## config.mk

```make
export PLATFORM = sky130hd
export DESIGN_NAME = dispI2cWriteRx
export DESIGN_NICKNAME = d
export VERILOG_FILES = /design/src/rtl/dispRxPkg.sv /design/src/rtl/dispRxDatapath.sv /design/src/rtl/dispRxControl.sv /design/src/rtl/dispI2cWriteRx.sv
export SDC_FILE = /design/constraint.sdc
export NUM_CORES = 1
export LEC_CHECK = 0
export BUFFER_PORTS_ARGS = -buffer_cell sky130_fd_sc_hd__buf_2
export CORE_UTILIZATION = 59
export CTS_BUF_LIST = sky130_fd_sc_hd__clkbuf_16
export CTS_CLUSTER_DIAMETER = 60
export CTS_CLUSTER_SIZE = 20
export DETAILED_ROUTE_END_ITERATION = 10
export PLACE_DENSITY = 0.87
export SLEW_MARGIN = 10
export SYNTH_ARGS = -nofsm -noshare
export SYNTH_HDL_FRONTEND = slang
export SYNTH_SLANG_ARGS = --single-unit
```

## constraint.sdc

```tcl
create_clock -name clk -period 4.9 [get_ports clk]
set_input_delay 0.98 -clock clk [delete_from_list [all_inputs] [get_ports clk]]
set_output_delay 0.98 -clock clk [all_outputs]
set_load 0.005 [all_outputs]
```

## src/rtl/dispRxPkg.sv

```systemverilog
package dispRxPkg;

  typedef enum logic [2:0] {
    ST_IDLE,
    ST_ADDR,
    ST_CTRL,
    ST_DATA,
    ST_SKIP
  } rxState_e;

  // strobes from control to datapath
  typedef struct packed {
    logic ackSet;
    logic ramWr;
    logic cmdWr;
  } ctrlStrobe_t;

  // bus events from datapath to control
  typedef struct packed {
    logic       startEvt;
    logic       stopEvt;
    logic       byteEvt;
    logic [7:0] rxByte;
  } busEvent_t;

endpackage

```

## src/rtl/dispRxDatapath.sv

```systemverilog
module dispRxDatapath
  import dispRxPkg::*;
#(
  parameter int RAM_AW      = 6,
  parameter int SYNC_STAGES = 2
) (
  input  logic              clk,
  input  logic              rstN,
  input  logic              sclIn,
  input  logic              sdaIn,
  input  logic              setRamPtr,
  input  logic [RAM_AW-1:0] ramPtrLoad,
  input  ctrlStrobe_t       strobe,
  output busEvent_t         evt,
  output logic              sdaOe,
  output logic              ramWe,
  output logic [RAM_AW-1:0] ramAddr,
  output logic [7:0]        ramWdata,
  output logic              cmdValid,
  output logic [7:0]        cmdData
);

  localparam int CNT_W    = 4;
  localparam int LAST_BIT = 7;
  localparam int ACK_BIT  = 8;

  logic [SYNC_STAGES-1:0] sclChain, sdaChain;
  logic sclS, sdaS, sclD, sdaD;
  logic sclRise, sclFall;
  logic [CNT_W-1:0] bitCnt;
  logic [7:0] shiftReg;
  logic ackArm;
  logic [RAM_AW-1:0] ramPtr, ptrNow;

  // line synchronisers, reset to the idle-high bus level
  always_ff @(posedge clk or negedge rstN) begin
    if (!rstN) begin
      sclChain <= '1;
      sdaChain <= '1;
      sclD     <= 1'b1;
      sdaD     <= 1'b1;
    end else begin
      sclChain <= {sclChain[SYNC_STAGES-2:0], sclIn};
      sdaChain <= {sdaChain[SYNC_STAGES-2:0], sdaIn};
      sclD     <= sclS;
      sdaD     <= sdaS;
    end
  end

  assign sclS    = sclChain[SYNC_STAGES-1];
  assign sdaS    = sdaChain[SYNC_STAGES-1];
  assign sclRise = sclS & ~sclD;
  assign sclFall = ~sclS & sclD;

  assign evt.startEvt = sclS & sclD & sdaD & ~sdaS;
  assign evt.stopEvt  = sclS & sclD & ~sdaD & sdaS;
  assign evt.byteEvt  = sclRise && (bitCnt == CNT_W'(LAST_BIT));
  assign evt.rxByte   = {shiftReg[6:0], sdaS};

  // bit counter and shift register
  always_ff @(posedge clk or negedge rstN) begin
    if (!rstN) begin
      bitCnt   <= '0;
      shiftReg <= '0;
    end else if (evt.startEvt || evt.stopEvt) begin
      bitCnt <= '0;
    end else if (sclRise) begin
      if (bitCnt == CNT_W'(ACK_BIT)) begin
        bitCnt <= '0;
      end else begin
        bitCnt   <= bitCnt + CNT_W'(1);
        shiftReg <= {shiftReg[6:0], sdaS};
      end
    end
  end

  // acknowledge driver: low phase of the ninth clock
  always_ff @(posedge clk or negedge rstN) begin
    if (!rstN) begin
      ackArm <= 1'b0;
      sdaOe  <= 1'b0;
    end else if (evt.startEvt || evt.stopEvt) begin
      ackArm <= 1'b0;
      sdaOe  <= 1'b0;
    end else begin
      if (strobe.ackSet) ackArm <= 1'b1;
      if (sclFall) begin
        if (bitCnt == CNT_W'(ACK_BIT) && ackArm) begin
          sdaOe  <= 1'b1;
          ackArm <= 1'b0;
        end else begin
          sdaOe <= 1'b0;
        end
      end
    end
  end

  // display memory pointer and output registers
  assign ptrNow = setRamPtr ? ramPtrLoad : ramPtr;

  always_ff @(posedge clk or negedge rstN) begin
    if (!rstN) begin
      ramPtr   <= '0;
      ramWe    <= 1'b0;
      ramAddr  <= '0;
      ramWdata <= '0;
      cmdValid <= 1'b0;
      cmdData  <= '0;
    end else begin
      ramWe    <= strobe.ramWr;
      cmdValid <= strobe.cmdWr;
      if (strobe.ramWr) begin
        ramAddr  <= ptrNow;
        ramWdata <= evt.rxByte;
        ramPtr   <= ptrNow + RAM_AW'(1);
      end else begin
        ramPtr <= ptrNow;
      end
      if (strobe.cmdWr) cmdData <= evt.rxByte;
    end
  end

endmodule

```

## src/rtl/dispRxControl.sv

```systemverilog
module dispRxControl
  import dispRxPkg::*;
#(
  parameter logic [5:0] DEV_ADDR_HI = 6'b011100
) (
  input  logic        clk,
  input  logic        rstN,
  input  logic        addrPin,
  input  busEvent_t   evt,
  output ctrlStrobe_t strobe,
  output logic        busy
);

  rxState_e state, stateNext;
  logic contFlag, ramSel;
  logic contNext, ramSelNext;
  logic addrHit;

  assign addrHit = (evt.rxByte[7:2] == DEV_ADDR_HI) && (evt.rxByte[1] == addrPin)
                   && !evt.rxByte[0];

  always_comb begin
    stateNext  = state;
    contNext   = contFlag;
    ramSelNext = ramSel;
    strobe     = '0;
    if (evt.startEvt) begin
      stateNext = ST_ADDR;
    end else if (evt.stopEvt) begin
      stateNext = ST_IDLE;
    end else if (evt.byteEvt) begin
      unique case (state)
        ST_ADDR: begin
          if (addrHit) begin
            strobe.ackSet = 1'b1;
            stateNext     = ST_CTRL;
          end else if (evt.rxByte[7:2] == DEV_ADDR_HI && evt.rxByte[1] == addrPin) begin
            stateNext = ST_IDLE;   // read request
          end else begin
            stateNext = ST_SKIP;
          end
        end
        ST_CTRL: begin
          strobe.ackSet = 1'b1;
          contNext      = evt.rxByte[7];
          ramSelNext    = evt.rxByte[6];
          stateNext     = ST_DATA;
        end
        ST_DATA: begin
          strobe.ackSet = 1'b1;
          strobe.ramWr  = ramSel;
          strobe.cmdWr  = !ramSel;
          if (contFlag) stateNext = ST_CTRL;
        end
        default: ;
      endcase
    end
  end

  always_ff @(posedge clk or negedge rstN) begin
    if (!rstN) begin
      state    <= ST_IDLE;
      contFlag <= 1'b0;
      ramSel   <= 1'b0;
    end else begin
      state    <= stateNext;
      contFlag <= contNext;
      ramSel   <= ramSelNext;
    end
  end

  assign busy = (state == ST_CTRL) || (state == ST_DATA);

endmodule

```

## src/rtl/dispI2cWriteRx.sv

```systemverilog
module dispI2cWriteRx
  import dispRxPkg::*;
#(
  parameter int         RAM_AW      = 6,
  parameter int         SYNC_STAGES = 2,
  parameter logic [5:0] DEV_ADDR_HI = 6'b011100
) (
  input  logic              clk,
  input  logic              rstN,
  input  logic              sclIn,
  input  logic              sdaIn,
  input  logic              addrPin,
  input  logic              setRamPtr,
  input  logic [RAM_AW-1:0] ramPtrLoad,
  output logic              sdaOe,
  output logic              ramWe,
  output logic [RAM_AW-1:0] ramAddr,
  output logic [7:0]        ramWdata,
  output logic              cmdValid,
  output logic [7:0]        cmdData,
  output logic              busy
);

  ctrlStrobe_t strobe;
  busEvent_t   evt;

  dispRxDatapath #(.RAM_AW(RAM_AW), .SYNC_STAGES(SYNC_STAGES)) uPath (
    .clk(clk), .rstN(rstN), .sclIn(sclIn), .sdaIn(sdaIn),
    .setRamPtr(setRamPtr), .ramPtrLoad(ramPtrLoad), .strobe(strobe), .evt(evt),
    .sdaOe(sdaOe), .ramWe(ramWe), .ramAddr(ramAddr), .ramWdata(ramWdata),
    .cmdValid(cmdValid), .cmdData(cmdData)
  );

  dispRxControl #(.DEV_ADDR_HI(DEV_ADDR_HI)) uCtrl (
    .clk(clk), .rstN(rstN), .addrPin(addrPin), .evt(evt),
    .strobe(strobe), .busy(busy)
  );

endmodule

```

Word level (Yosys, flattened, before mapping)
Cells that the tools add are included.
Storage, ports and cells
  bits of input ports: 12
  RAM bits: 0
  memories: 0
  bits in read-only memories: 0
  bits in registers: 54
  latch bits: 0
Cells by class
  $add $sub $neg: 2
  eq/ne operators: 8
  order comparisons: 0
  multiply operators: 0
  shift-type cells: 0
  reduce and logical (&&, ||, !) cells: 16
  bitwise operators: 15
  muxes and demuxes: 25
  divide/modulo/power cells: 0
Operators with widths (count)
  $mux 3: 9
  $mux 4: 3
  $mux 6: 2
  $pmux 3 s3: 1
  $mux 1: 8
  $not 1->1: 8
  $and 1x1->1: 7
  $add 6x1->6 const B: 1
  $eq 3x2->1 const B: 2
  $eq 6x5->1 const B: 1
  $reduce_and 3->1: 2
  $reduce_bool 5->1: 1
  $add 4x1->4 const B: 1
  $eq 4x3->1 const B: 1
  $eq 4x4->1 const B: 1
  $logic_and 1x1->1: 4
  $ne 4x3->1 const B: 1
  $reduce_and 4->1: 1
  $reduce_bool 2->1: 2
  $eq 3x1->1 const B: 1
  $reduce_bool 3->1: 1
  $logic_not 1->1: 2
  $logic_or 1x1->1: 2
  $mux 2: 1
  3 further kinds: 3

Logic depth before layout (Yosys ltp)
  depth in word-level cells: 12
  mapped depth: 7
  mapped depth without buffers: 6

Hierarchy
A second synthesis with hierarchy kept.
Second synthesis, totals
  cells, all modules: 173
  area total of the unflattened synthesis: 2331.0 sq um
By module, submodules not included
  dispRxDatapath: area an instance 1998.2 sq um, cells each 144, sequential area each 1233.7 sq um, times used 1
  dispRxControl: area an instance 332.8 sq um, cells each 29, sequential area each 125.1 sq um, times used 1

Worst setup path before layout
Ideal clock, no wire load.
  kind: input port to flip-flop
  from: input setRamPtr
  to: register uPath.ramPtr[1]
  buffers on the path: 1
  setup time: 0.118 ns
  stages on the path: 5
  arrival: 2.061 ns
  setup slack: 2.721 ns
  cells stage by stage: clkbuf_1 > mux2_2 > ha_1 > nor2_1 > nor2_1
Between the ends
  longest elaborated chain between the ends: 3
Ends and longest elaborated chain
  start: declaration: RTL line dispI2cWriteRx.sv:13  | input logic setRamPtr,
  $mux 6 (*): RTL line dispRxDatapath.sv:99  | assign ptrNow = setRamPtr ? ramPtrLoad : ramPtr;
  named net uPath.ptrNow[1]: RTL line dispRxDatapath.sv:33  | logic [RAM_AW-1:0] ramPtr, ptrNow;
  $add 6x1->6: RTL line dispRxDatapath.sv:115  | ramPtr <= ptrNow + RAM_AW'(1);
  $mux 6 (*): RTL line dispRxDatapath.sv:112  | if (strobe.ramWr) begin
  end signal: assignment: RTL line dispRxDatapath.sv:115
  end signal: assignment: RTL line dispRxDatapath.sv:117  | ramPtr <= ptrNow;
  end: declaration: RTL line dispRxDatapath.sv:33
The timed path passes the listed nets; every way through them passes the cells marked *.
A chain may end at the register's enable or synchronous reset.

Worst setup path in the final report
  from: register uPath.sclChain[1]
  to: register uPath.ramPtr[3]
Between the ends
  longest elaborated chain between the ends: 6
  elaborated cells on any way between the ends: 11
Ends and longest elaborated chain
  start: declaration: RTL line dispRxDatapath.sv:27  | logic [SYNC_STAGES-1:0] sclChain, sdaChain;
  start signal: assignment: RTL line dispRxDatapath.sv:43  | sclChain <= {sclChain[SYNC_STAGES-2:0], sclIn};
  $and 1x1->1 (on tied branches): RTL line dispRxDatapath.sv:55, dispRxDatapath.sv:56, dispRxDatapath.sv:52
  $and 1x1->1 or $logic_and 1x1->1 (tied branches): RTL line dispRxDatapath.sv:56, dispRxDatapath.sv:57
  $and 1x1->1 or $mux 3 (tied branches): RTL line dispRxDatapath.sv:56, dispRxControl.sv:31
  $mux 3: RTL line dispRxControl.sv:29  | end else if (evt.stopEvt) begin
  $mux 3 (*): RTL line dispRxControl.sv:27  | if (evt.startEvt) begin
  $mux 6 (*): RTL line dispRxDatapath.sv:112
Mark *: on every way between the ends. The rest lies on a longest branch, timed or not.

==> results.md <==
- The routed via count divided by cell count is 5.52.
- For the worst setup path, the data required time is 5060 ps.
- The sequential cell area fraction in the yosys report is 58.4%.
- The reg2reg setup slack is 2660 ps.
- The routed design has 4490 um of wire.
- The min-delay analysis places its worst path in the category register to register.
- The endpoint of the worst hold path is uPath.sdaChain[1]$_DFF_PN1_.
- The area of the core region is 3720 um2.
- The TritonCTS clock tree is done.
- The count of final max-slew check failures was 0.
- The global router's overall resource usage is 24.4%.
- The number of top-level pins is 38.
- Port buffering added 37 buffers.
- The number of buffers and inverters on the critical path is 1.
- The type of destination of the critical path is a register.
- The number of global-route vias before repair is 1621.
- In this run the critical register-to-register path is launched from uPath.sclChain[1]$_DFF_PN1_.
- The number of enable-type register cells in the synthesized netlist is 0.
- The number of nets with antenna violations after routing is 0.
- The total cell area at the placement stage is 2550 um2.
- Compared with the post-synthesis result, the final layout area differs by 16.8%.
- The number of distinct library cell variants in the gate-level netlist after synthesis is 43.
- Among all stages on the critical path, the largest delay is contributed by dfstp_2.
- The total global routing overflow is 0.
- From left edge to right edge, the die measures 64.8 um.
- The number of clock buffers added by TritonCTS is 5.
- The setup fix buffers added after clock tree synthesis is 0.
- The leakage power is 0.00136 uW.
- The clock root buffer is clkbuf_16.
- The terminus of the critical flop-to-flop path is uPath.ramPtr[3]$_DFF_PN0_.
- The finished cells cover 2720 um2.
- The timing-limited maximum frequency is 446 MHz.
- Setup repair after global routing left no endpoint under its margin.
- The minimum clock period is 2240 ps.
- The worst hold path depth is 0.
- For this design, the sink count on the clock tree is 54.
- The worst register-to-register path has a depth of 5.
- The global routing met3 resource utilization is 4.40%.
- The worst-case clock buffer depth is 2.
- For this design, the CTS-stage hold fixing added 0 buffers.
- The gate family responsible for the most delay along the worst path is simple AND/OR/NAND/NOR gates.
- Of the cells placed in the final design, the portion with a size suffix greater than 1 is 29.9%.
- The global-route wire length before repair is 7500 um.
- The vertical extent of the die is 64.8 um.
- Dividing the detail-routed wire length by the instance count gives 15.5 um.
- In the routed design, unresolved DRC markers number 0.
- The peak fanout along the critical path is 19.
- Between clock sinks in the finished design, the worst skew comes to 8.23 ps.
- Setup violations remaining at the end of the flow were counted as 0.
- The antenna diode count is 0.
- The number of detailed-routing iterations run before antenna repair is 5.
- After routing, the total negative slack on setup checks comes to 0 ps.
- The mean post-synth cell area is 11.6 um2.
- The initial antenna violation count is 0.
- On the final layout, the worst hold slack is 363 ps.
- The net count after synthesis is 215.
- The count of H-tree levels built during CTS is 2.
- In the global route stage, met2 resource usage came out at 41.4%.
- The number of DRC markers in iteration 0 is 72.
- After synthesis, the share of flip-flops with an asynchronous set or reset is 100%.
- The detailed placement HPWL is 3030 um.
- Routability-driven placement finished with a final weighted congestion of 0.856.
- In this design, the stage delay of the slowest critical-path cell is 590 ps.
- The setup path with the least slack is of type register to register.
- Prior to clock tree synthesis, the placed netlist has a worst setup slack of 2680 ps.
- The global routing usage on met1 is 30.0%.
- Headroom to the max-slew limit came out at 56.5%.
- The slew at the pin closest to its max-slew limit is 653 ps.
- The floorplan has 22 rows.
- The area of the die is 4200 um2.
- The most used flip-flop cell after synthesis is dfrtp_1.
- Clock-pin slew was measured on the worst setup and hold paths at 70 ps.
- The flow ran to the end, and the final reports show no timing, DRC or antenna violations.
- The area of the mapped netlist is 2330 um2.
- The critical hold path startpoint is uPath.sdaChain[0]$_DFF_PN1_.
- The setup slack of the critical path after layout is 2660 ps.
- During synthesis, Yosys emitted a total of 0 warnings.
- Once the floorplan was initialized, standard cells occupied 62.6% of the core.
- The pin count of the biggest net entering global routing is 55.
- The max-cap violation count is 0.
- The clock latency reported for the late side of the worst-skew pair is 290 ps.
- The critical path goes through nor2b_1 -> nand4_4 -> clkinv_2 -> nand3_1 -> xor2_1.
- The largest voltage drop on the vdd net is 0.000252 V.
- The post-CTS resize count is 0.
- The routed layout has 1594 vias.
- The number of nets in the layout is 255.
- In this run, synthesis produced a sequential element count of 54.
- For this design the ratio of total power to cell area is 373 nW/um2.
- The period utilization is 45.8%.
- The kind of start point of the critical path is a register.
- The final hold violation count is 0.
- The cell count after synthesis is 200.
- At the worst endpoint, the arrival time is 2410 ps.
- The busiest metal layer after global routing is met2.
[registers in the layout, indices dropped and copies added (netlist names)]
| signal | flops |
|---|---|
| uPath.ramWdata | 8 |
| uCtrl.state | 3 |
| uPath.ackArm | 1 |
| uPath.cmdData | 8 |
| uPath.sclChain | 2 |
| uCtrl.ramSel | 1 |
| uPath.cmdValid | 1 |
| uCtrl.contFlag | 1 |
| uPath.sdaD | 1 |
| uPath.sdaChain | 2 |
| uPath.ramPtr | 6 |
| uPath.bitCnt | 4 |
| uPath.sdaOe | 1 |
| uPath.ramAddr | 6 |
| uPath.ramWe | 1 |
| uPath.shiftReg | 7 |
| uPath.sclD | 1 |
[stage by stage]
step           power, uW  cells  utilization [%]
2_1_floorplan        590    200                -
3_3_place_gp         624    281             68.6
3_5_place_dp         630    281             68.6
4_1_cts             1020    289             73.1
5_1_grt             1050    289             73.1
6_report            1010    289             73.1
[cells in the mapped netlist (3+ instances only)]
master | n | area share [%]
dfstp_2 | 6 | 6.8
a21oi_1 | 3 | 0.65
nand3_1 | 7 | 1.5
nand2b_1 | 4 | 1.1
xnor2_1 | 4 | 1.5
dfrtp_1 | 48 | 52
ha_1 | 3 | 1.6
mux2_2 | 15 | 7.3
xor2_1 | 4 | 1.5
nor2_1 | 5 | 0.81
inv_1 | 6 | 0.97
o21ai_0 | 8 | 1.7
o22ai_1 | 3 | 0.81
mux2_1 | 4 | 1.9
nor2b_1 | 3 | 0.81
nand2_1 | 44 | 7.1
[cells by family after synthesis]
family	synth area share, %
multiplexers	10.1
AO/OA/AOI/OAI	6.99
buffers and inverters	2.42
flip-flops	58.4
AND/OR/NAND/NOR	17.5
XOR/XNOR	3.01
adder cells (fa/ha/maj)	1.61
[worst max path at each step]
stage                                      startpoint                   endpoint  slack, ps  cells after the start
after global placement                      setRamPtr  uPath.ramPtr[1]$_DFF_PN0_       2730                      7
after global routing      uPath.sclChain[1]$_DFF_PN1_  uPath.ramPtr[3]$_DFF_PN0_       2510                      5
after detailed placement                    setRamPtr  uPath.ramPtr[1]$_DFF_PN0_       2680                      7
after floorplan                             setRamPtr  uPath.ramPtr[1]$_DFF_PN0_       2720                      5
final                     uPath.sclChain[1]$_DFF_PN1_  uPath.ramPtr[3]$_DFF_PN0_       2660                      5
after CTS                 uPath.sclChain[1]$_DFF_PN1_  uPath.ramPtr[4]$_DFF_PN0_       2680                      5
[cell type report]
cell class,count,area [um2]
Tap cell,48,60.1
Inverter,7,27.5
Fill cell,278,998
Timing Repair Buffer,38,193
Sequential cell,54,1360
Clock buffer,5,125
Clock inverter,3,42.5
Multi-Input combinational cell,134,911
[layout by cell type, fill, tap and decap left out, types with 4 or more instances in the layout]
master	count
nand3_1	7
xor2_1	4
o21ai_0	8
nand2_1	44
clkbuf_16	5
nand2b_1	4
mux2_2	15
xnor2_1	4
buf_2	37
dfrtp_1	48
dfstp_2	6
inv_1	7
nor2_1	5
mux2_1	4
[routing by layer]
layer / vias up / routed length (um)
met1: 765 / 2020
met3: 13 / 178
met4: 0 / 130
li1: 768 / -
met5: - / 0
met2: 48 / 2170
[power by group]
| group | switching (uW) | leakage [uW] | total [uW] | internal, uW |
|---|---|---|---|---|
| registers | 44.5 | 0.000672 | 530 | 486 |
| logic | 45.2 | 0.000603 | 92.5 | 47.3 |
| clock network | 151 | 0.0000852 | 391 | 240 |
| total | 241 | 0.00136 | 1010 | 773 |
No activity file was read; power rests on OpenSTA's default activity.
